[config.mk]
export PLATFORM = sky130hd
export DESIGN_NAME = pulse_period_accum
export DESIGN_NICKNAME = d
export VERILOG_FILES = /design/src/rtl/pwa_pkg.sv /design/src/rtl/pwa_ctrl.sv /design/src/rtl/pwa_datapath.sv /design/src/rtl/pwa_regs.sv /design/src/rtl/pulse_period_accum.sv
export SDC_FILE = /design/constraint.sdc
export NUM_CORES = 1
export LEC_CHECK = 0
export ABC_AREA = 1
export BUFFER_PORTS_ARGS = -buffer_cell sky130_fd_sc_hd__buf_2
export CORE_UTILIZATION = 35
export CTS_CLUSTER_DIAMETER = 30
export DETAILED_ROUTE_END_ITERATION = 8
export PLACE_DENSITY_LB_ADDON = 0.1
export SETUP_SLACK_MARGIN = 0.4
export SKIP_LAST_GASP = 1
export SYNTH_ARGS = -nofsm -noshare
export SYNTH_HDL_FRONTEND = slang
export SYNTH_SLANG_ARGS = --single-unit
[constraint.sdc]
create_clock -name clk -period 4.3 [get_ports clk]
set_clock_uncertainty 0.05 [all_clocks]
set_input_delay 0.215 -clock clk [delete_from_list [all_inputs] [get_ports clk]]
set_output_delay 0.215 -clock clk [all_outputs]
set_load 0.05 [all_outputs]
[src/rtl/pwa_pkg.sv]
package pwa_pkg;

  typedef enum logic [1:0] {
    ST_WAIT_RISE = 2'd0,
    ST_RUN       = 2'd1,
    ST_HIGH      = 2'd2
  } pwaState_e;

  // strobes from control to datapath
  typedef struct packed {
    logic loadStamp;
    logic addMeas;
    logic finish;
    logic clearSum;
  } pwaStrobe_t;

  localparam logic [1:0] ADDR_CTRL   = 2'd0;
  localparam logic [1:0] ADDR_RESULT = 2'd1;
  localparam logic [1:0] ADDR_STATUS = 2'd2;

endpackage

[src/rtl/pwa_ctrl.sv]
module pwa_ctrl
  import pwa_pkg::*;
#(
  parameter int CNT_W = 8
) (
  input  logic             clk,
  input  logic             rstN,
  input  logic             sigIn,
  input  logic             modeWidth,
  input  logic [CNT_W-1:0] periodCount,
  input  logic             restart,
  output pwaStrobe_t       strobe
);

  logic [1:0]       syncQ;
  logic             prevQ;
  logic             riseDet;
  logic             fallDet;
  pwaState_e        stateQ, stateNext;
  logic [CNT_W-1:0] windowCnt, windowCntNext;
  logic             lastMeas;

  always_ff @(posedge clk or negedge rstN) begin
    if (!rstN) begin
      syncQ <= '0;
      prevQ <= 1'b0;
    end else begin
      syncQ <= {syncQ[0], sigIn};
      prevQ <= syncQ[1];
    end
  end

  assign riseDet  = syncQ[1] & ~prevQ;
  assign fallDet  = ~syncQ[1] & prevQ;
  assign lastMeas = (windowCnt == periodCount - CNT_W'(1));

  always_comb begin
    strobe        = '0;
    stateNext     = stateQ;
    windowCntNext = windowCnt;
    if (restart) begin
      strobe.clearSum = 1'b1;
      stateNext       = ST_WAIT_RISE;
      windowCntNext   = '0;
    end else begin
      unique case (stateQ)
        ST_WAIT_RISE: begin
          if (riseDet) begin
            strobe.loadStamp = 1'b1;
            stateNext        = modeWidth ? ST_HIGH : ST_RUN;
          end
        end
        ST_RUN: begin
          if (riseDet) begin
            strobe.loadStamp = 1'b1;
            strobe.addMeas   = 1'b1;
            if (lastMeas) begin
              strobe.finish = 1'b1;
              windowCntNext = '0;
            end else begin
              windowCntNext = windowCnt + CNT_W'(1);
            end
          end
        end
        ST_HIGH: begin
          if (fallDet) begin
            strobe.addMeas = 1'b1;
            stateNext      = ST_WAIT_RISE;
            if (lastMeas) begin
              strobe.finish = 1'b1;
              windowCntNext = '0;
            end else begin
              windowCntNext = windowCnt + CNT_W'(1);
            end
          end
        end
        default: stateNext = ST_WAIT_RISE;
      endcase
    end
  end

  always_ff @(posedge clk or negedge rstN) begin
    if (!rstN) begin
      stateQ    <= ST_WAIT_RISE;
      windowCnt <= '0;
    end else begin
      stateQ    <= stateNext;
      windowCnt <= windowCntNext;
    end
  end

  // count never reaches the programmed window length
  a_r5_cnt_below_limit: assert property (@(posedge clk) disable iff (!rstN)
    windowCnt < periodCount);

  // a detected rise was on the first sync stage one cycle earlier
  a_r1_rise_from_sync: assert property (@(posedge clk) disable iff (!rstN)
    riseDet |-> $past(syncQ[0]));

  // in high-time mode a measurement closes only from the high state
  a_r3_width_from_high: assert property (@(posedge clk) disable iff (!rstN)
    (strobe.addMeas && modeWidth) |-> (stateQ == ST_HIGH));

endmodule

[src/rtl/pwa_datapath.sv]
module pwa_datapath
  import pwa_pkg::*;
#(
  parameter int TB_W  = 24,
  parameter int SUM_W = 28
) (
  input  logic             clk,
  input  logic             rstN,
  input  logic [TB_W-1:0]  timebase,
  input  pwaStrobe_t       strobe,
  output logic [SUM_W-1:0] resultQ,
  output logic             ovfEvt
);

  localparam int EXT_W = SUM_W + 1 - TB_W;

  logic [TB_W-1:0]  stampQ;
  logic [TB_W-1:0]  measDiff;
  logic [SUM_W-1:0] sumQ;
  logic [SUM_W:0]   sumWide;
  logic [SUM_W-1:0] sumSat;

  // modulo 2^TB_W difference covers one wrap of the timebase
  assign measDiff = timebase - stampQ;
  assign sumWide  = {1'b0, sumQ} + {{EXT_W{1'b0}}, measDiff};
  assign sumSat   = sumWide[SUM_W] ? {SUM_W{1'b1}} : sumWide[SUM_W-1:0];
  assign ovfEvt   = strobe.addMeas & sumWide[SUM_W];

  always_ff @(posedge clk or negedge rstN) begin
    if (!rstN) begin
      stampQ  <= '0;
      sumQ    <= '0;
      resultQ <= '0;
    end else begin
      if (strobe.loadStamp) stampQ <= timebase;
      if (strobe.clearSum) begin
        sumQ <= '0;
      end else if (strobe.finish) begin
        resultQ <= sumSat;
        sumQ    <= '0;
      end else if (strobe.addMeas) begin
        sumQ <= sumSat;
      end
    end
  end

  a_r7_result_holds: assert property (@(posedge clk) disable iff (!rstN)
    !strobe.finish |=> $stable(resultQ));

  a_r8_sat_sticks: assert property (@(posedge clk) disable iff (!rstN)
    (strobe.addMeas && !strobe.finish && !strobe.clearSum && (sumQ == {SUM_W{1'b1}}))
      |=> (sumQ == {SUM_W{1'b1}}));

  a_r5_sum_grows: assert property (@(posedge clk) disable iff (!rstN)
    (strobe.addMeas && !strobe.finish && !strobe.clearSum) |=> (sumQ >= $past(sumQ)));

  a_r9_restart_clears: assert property (@(posedge clk) disable iff (!rstN)
    strobe.clearSum |=> (sumQ == '0));

endmodule

[src/rtl/pwa_regs.sv]
module pwa_regs
  import pwa_pkg::*;
#(
  parameter int SUM_W = 28,
  parameter int CNT_W = 8
) (
  input  logic             clk,
  input  logic             rstN,
  input  logic             regWe,
  input  logic [1:0]       regAddr,
  input  logic [31:0]      regWdata,
  output logic [31:0]      regRdata,
  input  logic             doneEvt,
  input  logic             ovfEvt,
  input  logic [SUM_W-1:0] resultQ,
  output logic             modeWidth,
  output logic [CNT_W-1:0] periodCount,
  output logic             restart,
  output logic             irq
);

  logic             ovfQ;
  logic             statusWr;
  logic [CNT_W-1:0] cntField;

  assign restart  = regWe && (regAddr == ADDR_CTRL);
  assign statusWr = regWe && (regAddr == ADDR_STATUS);
  assign cntField = regWdata[8 +: CNT_W];

  always_ff @(posedge clk or negedge rstN) begin
    if (!rstN) begin
      modeWidth   <= 1'b0;
      periodCount <= CNT_W'(1);
      irq         <= 1'b0;
      ovfQ        <= 1'b0;
    end else begin
      if (restart) begin
        modeWidth   <= regWdata[0];
        periodCount <= (cntField == '0) ? CNT_W'(1) : cntField;
      end
      if (doneEvt)                    irq <= 1'b1;
      else if (statusWr && regWdata[0]) irq <= 1'b0;
      if (ovfEvt)                     ovfQ <= 1'b1;
      else if (statusWr && regWdata[1]) ovfQ <= 1'b0;
    end
  end

  always_comb begin
    regRdata = '0;
    unique case (regAddr)
      ADDR_CTRL: begin
        regRdata[0]          = modeWidth;
        regRdata[8 +: CNT_W] = periodCount;
      end
      ADDR_RESULT: regRdata[SUM_W-1:0] = resultQ;
      ADDR_STATUS: regRdata[1:0]       = {ovfQ, irq};
      default:     regRdata = '0;
    endcase
  end

  a_r6_irq_needs_done: assert property (@(posedge clk) disable iff (!rstN)
    $rose(irq) |-> $past(doneEvt));

  a_r8_ovf_sticky: assert property (@(posedge clk) disable iff (!rstN)
    (ovfQ && !(statusWr && regWdata[1])) |=> ovfQ);

  a_r9_count_nonzero: assert property (@(posedge clk) disable iff (!rstN)
    periodCount != '0);

endmodule

[src/rtl/pulse_period_accum.sv]
module pulse_period_accum
  import pwa_pkg::*;
#(
  parameter int TB_W  = 24,
  parameter int SUM_W = 28,
  parameter int CNT_W = 8
) (
  input  logic            clk,
  input  logic            rstN,
  input  logic            sigIn,
  input  logic [TB_W-1:0] timebase,
  input  logic            regWe,
  input  logic [1:0]      regAddr,
  input  logic [31:0]     regWdata,
  output logic [31:0]     regRdata,
  output logic            irq
);

  pwaStrobe_t       strobe;
  logic [SUM_W-1:0] resultQ;
  logic             ovfEvt;
  logic             modeWidth;
  logic [CNT_W-1:0] periodCount;
  logic             restart;

  pwa_ctrl #(.CNT_W(CNT_W)) u_ctrl (
    .clk(clk), .rstN(rstN), .sigIn(sigIn), .modeWidth(modeWidth),
    .periodCount(periodCount), .restart(restart), .strobe(strobe)
  );

  pwa_datapath #(.TB_W(TB_W), .SUM_W(SUM_W)) u_dp (
    .clk(clk), .rstN(rstN), .timebase(timebase), .strobe(strobe),
    .resultQ(resultQ), .ovfEvt(ovfEvt)
  );

  pwa_regs #(.SUM_W(SUM_W), .CNT_W(CNT_W)) u_regs (
    .clk(clk), .rstN(rstN), .regWe(regWe), .regAddr(regAddr),
    .regWdata(regWdata), .regRdata(regRdata), .doneEvt(strobe.finish),
    .ovfEvt(ovfEvt), .resultQ(resultQ), .modeWidth(modeWidth),
    .periodCount(periodCount), .restart(restart), .irq(irq)
  );

endmodule

Word level (Yosys, flattened, before mapping)
Cells that the tools add are included.
{"block": "word_totals", "reg_bits": 104}
{"block": "classes", "add_sub_neg": 4, "eq_ne": 9, "muxes": 32, "n_bitwise": 6, "n_reduce_logical": 14}
{"op": "$mux 28", "n": 4}
{"op": "$mux 8", "n": 5}
{"op": "$pmux 8 s2", "n": 2}
{"op": "$add 28x24->29", "n": 1}
{"op": "$sub 24x24->24", "n": 1}
{"op": "$mux 12", "n": 1}
{"op": "$mux 2", "n": 5}
{"op": "$ne 3x2->1 const B", "n": 3}
{"op": "$add 8x1->8 const B", "n": 1}
{"op": "$eq 8x8->1", "n": 1}
{"op": "$logic_not 8->1", "n": 1}
{"op": "$sub 8x1->8 const B", "n": 1}
{"op": "$mux 1", "n": 7}
{"op": "$mux 3", "n": 2}
{"op": "$mux 6", "n": 1}
{"op": "$pmux 2 s3", "n": 1}
{"op": "$reduce_and 3->1", "n": 2}
{"op": "$reduce_bool 3->1", "n": 2}
{"op": "$eq 2x1->1 const B", "n": 2}
{"op": "$eq 2x2->1 const B", "n": 2}
{"op": "$logic_and 1x1->1", "n": 4}
{"op": "$logic_not 2->1", "n": 2}
{"op": "$pmux 1 s2", "n": 2}
{"op": "$pmux 2 s2", "n": 1}
{"op": "other kinds (6)", "n": 11}

Depth between registers and ports, before layout
Gate-level depths: netlist of run 1.
{"block": "depth", "ltp_word": 9, "mapped_depth": 26, "depth_no_buf": 26}

Hierarchy
Synthesis of run 1 repeated with hierarchy kept, for this count alone.
{"block": "unflattened", "hier_cells": 1255, "hier_area_um2": 8473.1}
{"module": "pwa_datapath", "instances": 1, "cells_each": 979, "area_each_um2": 6511.2, "seq_area_each_um2": 2001.9}
{"module": "pwa_ctrl", "instances": 1, "cells_each": 155, "area_each_um2": 1122.3, "seq_area_each_um2": 325.3}
{"module": "pwa_regs", "instances": 1, "cells_each": 121, "area_each_um2": 839.6, "seq_area_each_um2": 276.5}

Least setup slack after synthesis of run 1
No wires, ideal clock.
{"block": "synth_timing", "path_type": "flip-flop to flip-flop", "startpoint": "reg u_dp.stampQ[0]", "endpoint": "reg u_dp.sumQ[13]", "arrival_ps": 3146, "t_required_ps": 4185, "path_slack_ps": 1039, "stages_incl_launch_ff": 25, "period_less_slack_ps": 3261, "path_cell_list": "dfrtp_1 -> ha_1 -> fa_1 -> inv_1 -> nand3_1 -> nand2_1 -> nand2_1 -> nand2_1 -> nand3_1 -> nand2_1 -> nand3_1 -> nand2_1 -> xor2_1 -> ha_1 -> nand2_1 -> nor2_1 -> nand2_1 -> nor2_1 -> nand2_1 -> nand3_2 -> nand2_1 -> buf_6 -> nand3b_1 -> nand2_1 -> nand2_1"}
{"block": "synth_via", "elab_chain_cells": 6}
{"item": "start: declaration", "line_no": "pwa_datapath.sv:17", "rtl": "logic [TB_W-1:0] stampQ;"}
{"item": "start signal: assignment", "line_no": "pwa_datapath.sv:35", "rtl": "if (strobe.loadStamp) stampQ <= timebase;"}
{"item": "$sub 24x24->24", "line_no": "pwa_datapath.sv:24", "rtl": "assign measDiff = timebase - stampQ;"}
{"item": "$add 28x24->29", "line_no": "pwa_datapath.sv:25", "rtl": "assign sumWide = {1'b0, sumQ} + {{EXT_W{1'b0}}, measDiff};"}
{"item": "$mux 28", "line_no": "pwa_datapath.sv:26", "rtl": "assign sumSat = sumWide[SUM_W] ? {SUM_W{1'b1}} : sumWide[SUM_W-1:0];"}
{"item": "$mux 28", "line_no": "pwa_datapath.sv:41", "rtl": "end else if (strobe.addMeas) begin"}
{"item": "$mux 28", "line_no": "pwa_datapath.sv:38", "rtl": "end else if (strobe.finish) begin"}
{"item": "$mux 28", "line_no": "pwa_datapath.sv:36", "rtl": "if (strobe.clearSum) begin"}
{"item": "end signal: assignment", "line_no": "pwa_datapath.sv:42", "rtl": "sumQ <= sumSat;"}
{"item": "end: declaration", "line_no": "pwa_datapath.sv:19", "rtl": "logic [SUM_W-1:0] sumQ;"}
No other way between the ends. The select of a mux whose other input is x is not followed.
A chain may end at the register's enable or synchronous reset.

Final worst setup path of run 1
{"block": "layout_timing", "startpoint": "reg u_dp.stampQ[0]", "endpoint": "reg u_dp.sumQ[7]"}
The elaborated chain is that of the path after synthesis.

==> reports/results.txt, run 1 <==
WS Path Type -> reg2reg
die area -> 0.0243 mm²
layout overhead on the synthesized area -> 14.3%
HP Class -> in2reg
placer's final routability congestion estimate -> 0.905
Fin. Hold Viols -> 0
hpwl dp -> 18.3 mm
switching share of power -> 0.523
WP data arrival -> 3900 ps
H-Tree Depth -> 3
Worst-Skew Late Latency -> 360 ps
Vias -> 7793
gr usage total -> 0.196
Comb pwr share -> 0.669
fmax -> 0.271 GHz
worst-margin pin slew -> 1040 ps
Post-Syn Area -> 0.00827 mm²
Antenna diodes -> 0
layout cells sized above 1 -> 0.103
sequential power share -> 0.198
Sw Pwr -> 3610 µW
CP required -> 4510 ps
Worst-path clk slew -> 70 ps
unrepaired setup endpoints after global routing -> yes
dominant synthesized flop cell -> dfrtp_1
row cnt -> 55
Ys Warns -> 0
Int Pwr -> 3290 µW
crit-path max FO -> 6
grt total ovfl -> 0
Pwr Density -> 729 mW/mm²
Post-synth EDFFs -> 0
fin crit share -> 0.857
placed standard-cell area -> 0.00895 mm²
clock share of power -> 0.132
Root Buffer -> clkbuf_16
register area share after synthesis -> 0.315
CTS buffer count -> 9
global-route wire length before repair -> 37.6 mm
syn_area_per_cell -> 6.48 µm²
drc violations -> 0
Netlist cell types -> 41
Final Cell Area -> 0.00946 mm²
CTS sink cnt -> 104
max cap viols -> 0
post-synth top area share -> 0.312
largest net degree at the start of global routing -> 51
CTS tree -> built
DR iter-0 viols -> 347
critical path launch point type -> flip-flop
vias per cell -> 4.67
WL per Instance -> 13.7 µm
outcome -> finished clean
TNS Setup -> 0 ps
setup violators final -> 0
DIE HEIGHT -> 156 µm
Detailed Route WL -> 22.9 mm
Final #Nets -> 1473
ranking of synthesized cells by area -> dfrtp_1, nand2_1, inv_1, ha_1, nor2_1
I/O pin cnt -> 95
initial antenna violation count -> 0
Max VDD drop -> 266 µV
Pleak -> 0.00544 µW
most frequent cell after synthesis -> nand2_1
CP endpoint kind -> flip-flop
fin crit period -> 3690 ps
Initial Util -> 0.361
vias in the first global route -> 7566
Placeable Area -> 0.0229 mm²
Max clock buf depth -> 2
Slew Limit Fails -> 0
top cell type by total area after synthesis -> dfrtp_1
die width -> 156 µm
ANT nets after route -> 0
port buffer count -> 68
First-pass DRT Iterations -> 6
commonest cells in the netlist -> nand2_1, inv_1, nor2_1, dfrtp_1, nand3_1
Async SR Flop Fraction -> 1.00
Mapped Cells -> 1277
Rel. slew slack -> 0.304
Synth Register Bits -> 104
## final cells by class
cell class,instances,area [µm²]
clock buffers,9,225
clock inverters,7,92.6
fillers,2498,13500
inverters,208,781
multi-input cells,944,4900
flip-flops and latches,104,2600
well taps,313,392
repair buffers,83,460
## kinds of logic (layout without fill, tap and decap cells)
group,after synthesis,in the layout,synth area share
mux,1,1,0.00136
other cells,1,4,0.000453
fa+ha+maj,61,61,0.0941
buf+inv,233,307,0.113
flops,104,104,0.315
xor+xnor,42,42,0.0445
simple gates,694,695,0.341
compound gates,141,141,0.0906
## final timing paths
path	endpoint	slack, ps	depth (start not counted)	startpoint
worst max-delay path	u_dp.sumQ[7]$_DFFE_PN0P_	610	22	u_dp.stampQ[0]$_DFFE_PN0P_
worst min-delay path	u_regs.periodCount[4]$_DFFE_PN0P_	40	3	regWdata[12]
worst max register to register	u_dp.sumQ[7]$_DFFE_PN0P_	610	22	u_dp.stampQ[0]$_DFFE_PN0P_
worst min register to register	u_ctrl.syncQ[1]$_DFF_PN0_	320	0	u_ctrl.syncQ[0]$_DFF_PN0_
max in group asynchronous	u_dp.stampQ[12]$_DFFE_PN0P_	3000	3	rstN
min in group asynchronous	u_dp.resultQ[15]$_DFFE_PN0P_	230	2	rstN
## per-layer routing
layer  track usage  part of all wire  up-vias
li1              -                 -     4115
met1         0.270              0.51     3526
met2         0.325              0.45      122
met3        0.0239             0.029       30
met4        0.0514             0.018        0
met5             0                 0        -
## registers in the layout, indices dropped and copies added (netlist names)
name                cells
u_ctrl.syncQ            2
u_regs.ovfQ             1
u_regs.modeWidth        1
u_ctrl.prevQ            1
u_ctrl.stateQ           2
u_regs.irq              1
u_ctrl.windowCnt        8
u_dp.sumQ              28
u_dp.resultQ           28
u_regs.periodCount      8
u_dp.stampQ            24
## power by group through the flow
stage,Clock [µW],Sequential [µW],Combinational (µW)
floorplan,0,1340,3290
global placement,0,1380,4460
detailed placement,0,1380,4460
CTS,950,1370,4490
global route,983,1400,5260
finish,914,1370,4620
## cell usage in the layout (no fill, tap or decap), types with 5 or more instances in the layout
cell type  instances
o21bai_1           6
clkbuf_16          9
buf_4             14
nand3_1           76
xor2_1            24
a21oi_1           60
buf_2             67
ha_1              59
nor2_1           118
nand3b_1           5
nor3_1             7
o21ai_1            5
a21oi_2            5
nor2_2             8
inv_1            207
nand4_1           18
nand2_1          439
xnor2_1           14
dfrtp_1          103
o21ai_0           54
nand2_2            9
## through the flow
step | instances | setup WS, ps | utilization | hold WS, ps | total power [µW]
3_3_place_gp | 1648 | 414 | 0.391 | 71.7 | 5840
2_1_floorplan | 1280 | 1040 | - | -131 | 4630
3_5_place_dp | 1648 | 372 | 0.391 | 68.5 | 5840
4_1_cts | 1666 | 435 | 0.406 | 28.1 | 6810
5_1_grt | 1668 | 396 | 0.413 | 49.5 | 7640
6_report | 1668 | 615 | 0.413 | 39.0 | 6900
## worst max-delay path: stages, from the launching register on
cell     delay (ps)
dfrtp_1         380
ha_1            220
fa_2            380
inv_1            90
nand3_1         100
nand2_2         140
nand2_1         100
nand2_4         100
nand3_1          80
nand2_2         110
nand3_1          80
nand2_1         110
xor2_2          100
ha_1            300
nand2_1          90
nor2_2          120
inv_1            60
nor2_1          190
and3_1          200
nand2_2         110
nand2_2         190
nor2_1          100
o21ai_0         180
## repair_timing
action | CTS | global route
hold buffers | 2 | 0
gates resized for setup | 5 | 32
gates cloned | 0 | 1
pin swaps | 0 | 2
buffers inserted | 0 | 1
setup endpoints to repair | 12 | 57
endpoints found under the hold margin | 19 | 0
(Power assumes the default switching activity.)
==> inputs of run 2 (changes only) <==
==> constraint.sdc (replaced) <==
create_clock -name clk -period 4.3 [get_ports clk]
set_clock_uncertainty 0.05 [all_clocks]
set_input_delay 0.43 -clock clk [delete_from_list [all_inputs] [get_ports clk]]
set_output_delay 0.43 -clock clk [all_outputs]
set_load 0.05 [all_outputs]
==> run 2 against run 1 <==
Compared with the run above: the run now ends with negative hold slack left; sequential power hardly changed; first-iteration DRC count is 13% lower; setup slack better by 6.3 ps; critical path depth is 3 lower; clock power is 5.3% lower; non-clock buffer count is 11 higher; power is 0.22% higher; maximum frequency is 0.17% higher; cell count is 0.66% higher; via count is 0.56% higher; worst hold slack worse by 47 ps; critical path type unchanged.
==> reports/results.txt, run 2 (synthesis gave the netlist of run 1 again) <==
global-route wire length before repair -> 37.5 mm (was 37.6 mm)
placed standard-cell area -> 0.00906 mm² (was 0.00895 mm²)
hpwl dp -> 18.7 mm (was 18.3 mm)
outcome -> finished with violations (was finished clean)
WL per Instance -> 13.7 µm (about the same)
Max VDD drop -> 235 µV (was 266 µV)
initial antenna violation count -> 0 (unchanged)
port buffer count -> 68 (unchanged)
CP required -> 4510 ps (about the same)
failing checks -> negative hold slack
Max clock buf depth -> 2 (unchanged)
HP Class -> in2async (was in2reg)
Placeable Area -> 0.0229 mm² (unchanged)
unrepaired setup endpoints after global routing -> no (was yes)
largest net degree at the start of global routing -> 41 (was 51)
Fill cells -> 2552 (was 2498)
Critical path origin -> u_dp.stampQ[11]$_DFFE_PN0P_ (was u_dp.stampQ[0]$_DFFE_PN0P_)
worst hold margin -> -8.12 ps (was 39.0 ps)
Worst-Skew Late Latency -> 360 ps (about the same)
top flop regs -> u_dp.resultQ x28, u_dp.sumQ x28, u_dp.stampQ x24 (unchanged)
drc violations -> 0 (unchanged)
I/O pin cnt -> 95 (unchanged)
row cnt -> 55 (unchanged)
grt total ovfl -> 0 (unchanged)
Most Frequent Cell on Critical Path -> nand2_1 (was nand2_2)
Pwr Density -> 728 mW/mm² (was 729 mW/mm²)
max cap viols -> 0 (unchanged)
ANT nets after route -> 0 (unchanged)
Detailed Route WL -> 23.0 mm (was 22.9 mm)
gr usage total -> 0.198 (was 0.196)
DR iter-0 viols -> 303 (was 347)
commonest non-fill, non-tap cell in the layout -> nand2_1 (unchanged)
FF-to-FF path depth -> 19 (was 22)
Initial Util -> 0.361 (unchanged)
die width -> 156 µm (unchanged)
most frequent cells in the layout -> nand2_1, inv_1, nor2_1, dfrtp_1, nand3_1 (unchanged)
reg2reg setup slack -> 620 ps (was 610 ps)
Worst-path clk slew -> 80 ps (was 70 ps)
TNS Setup -> 0 ps (unchanged)
worst-margin pin slew -> 945 ps (was 1040 ps)
Pleak -> 0.00548 µW (was 0.00544 µW)
Hold Buf Count CTS -> 0 (was 2)
setup violators final -> 0 (unchanged)
Fin. Hold Viols -> 6 (was 0)
Vias -> 7837 (was 7793)
layout overhead on the synthesized area -> 14.7% (was 14.3%)
Slew Limit Fails -> 0 (unchanged)
Critical Path, Cell by Cell -> inv_1 > ha_1 > nand2_1 > inv_1 > nand3_1 > nor2_1 > nand3b_1 > nand3_1 > xor2_2 > ha_1 > nand2_1 > inv_1 > a21oi_1 > nand2_1 > a21oi_4 > nand2_2 > or2_2 > nand2_1 > nand2_1 (was ha_1 > fa_2 > inv_1 > nand3_1 > nand2_2 > nand2_1 > nand2_4 > nand3_1 > nand2_2 > nand3_1 > nand2_1 > xor2_2 > ha_1 > nand2_1 > nor2_2 > inv_1 > nor2_1 > and3_1 > nand2_2 > nand2_2 > nor2_1 > o21ai_0)
Final #Nets -> 1484 (was 1473)
vias per cell -> 4.67 (about the same)
layout cells sized above 1 -> 0.105 (was 0.103)
fin crit share -> 0.856 (was 0.857)
WP data arrival -> 3890 ps (was 3900 ps)
Final Cell Area -> 0.00949 mm² (was 0.00946 mm²)
critical path launch point type -> flip-flop (unchanged)
crit-path max FO -> 5 (was 6)
Rel. slew slack -> 0.369 (was 0.304)
max incr delay on CP -> 390 ps (was 380 ps)
DIE HEIGHT -> 156 µm (unchanged)
die area -> 0.0243 mm² (unchanged)
vias in the first global route -> 7555 (was 7566)
H-Tree Depth -> 3 (unchanged)
worst r2r dst -> u_dp.sumQ[10]$_DFFE_PN0P_ (was u_dp.sumQ[7]$_DFFE_PN0P_)
CP max-delay cell -> ha_1 (was dfrtp_1)
fin crit period -> 3680 ps (was 3690 ps)
Antenna diodes -> 0 (unchanged)
CTS buffer count -> 9 (unchanged)
placer's final routability congestion estimate -> 0.892 (was 0.905)
fmax -> 0.272 GHz (was 0.271 GHz)
First-pass DRT Iterations -> 5 (was 6)
Root Buffer -> clkbuf_16 (unchanged)
CTS sink cnt -> 104 (unchanged)
WS Path Type -> reg2reg (unchanged)
CTS tree -> built (unchanged)
reg2reg start -> u_dp.stampQ[11]$_DFFE_PN0P_ (was u_dp.stampQ[0]$_DFFE_PN0P_)
CP endpoint kind -> flip-flop (unchanged)
[run 2: cell types whose count changed in the layout (fill, tap and decap cells not counted), moves of 2 or more]
cell	before	now
buf_4	14	26
nand2_1	439	444
nand2_2	9	5
dlygate4sd3_1	2	0
ha_1	59	57
nor2_1	118	120
nor2_2	8	6
nor3_1	7	9
nor3_2	3	1
nor4_4	2	0
[run 2: cell type report]
type,instances,area (µm²),share of cell area
multi-input combinational,944,4860,0.513
sequential,104,2600,0.274
inverter,208,781,0.0823
timing repair buffer,94,551,0.0580
tap,313,392,0.0413
clock buffer,11,243,0.0256
clock inverter,5,56.3,0.00593
[run 2: how the worst max path moves through the flow]
stage          depth (start not counted)                        end  slack, ps
2_1_floorplan                         25  u_dp.sumQ[13]$_DFFE_PN0P_        930
3_3_place_gp                          26  u_dp.sumQ[25]$_DFFE_PN0P_        310
3_5_place_dp                          26  u_dp.sumQ[25]$_DFFE_PN0P_        280
4_1_cts                               24  u_dp.sumQ[25]$_DFFE_PN0P_        470
5_1_grt                               21  u_dp.sumQ[23]$_DFFE_PN0P_        350
6_report                              19  u_dp.sumQ[10]$_DFFE_PN0P_        620
[run 2: power by group]
group          total, µW  internal [µW]  switching, µW
sequential          1370           1220            143
clock                866            469            397
combinational       4680           1630           3050
[run 2: layer usage]
layer  track usage  wire [µm]  vias to the layer above
met2         0.324      10400                      113
met1         0.274      11600                     3566
met4        0.0556        382                        0
met3        0.0233        664                       25
li1              -          -                     4133
met5             0          0                        -
[run 2: stage by stage]
stage / util / std cells / setup WS (ps) / hold slack, ps / power [µW]
floorplan: - / 1280 / 928 / 84.4 / 4630
global placement: 0.396 / 1661 / 308 / 305 / 5950
detailed placement: 0.396 / 1661 / 277 / 302 / 5940
CTS: 0.409 / 1677 / 467 / 21.8 / 6840
global route: 0.414 / 1679 / 346 / 46.5 / 7640
finish: 0.414 / 1679 / 621 / -8.12 / 6910
[run 2: critical path: cells and delay by family, from the launching register on]
family	cells	cell delay [ps]
DFF	1	330
and+or+nand+nor	11	1700
adders and majority gates	2	680
xor gates and xnor gates	1	240
AOI/OAI and AO/OA	2	380
buffers and inverters	3	210
[run 2: what timing repair did]
| item | in CTS | in global routing |
|---|---|---|
| buffers inserted | 0 | 1 |
| gates resized for setup | 0 | 25 |
| endpoints found under the setup margin | 0 | 57 |
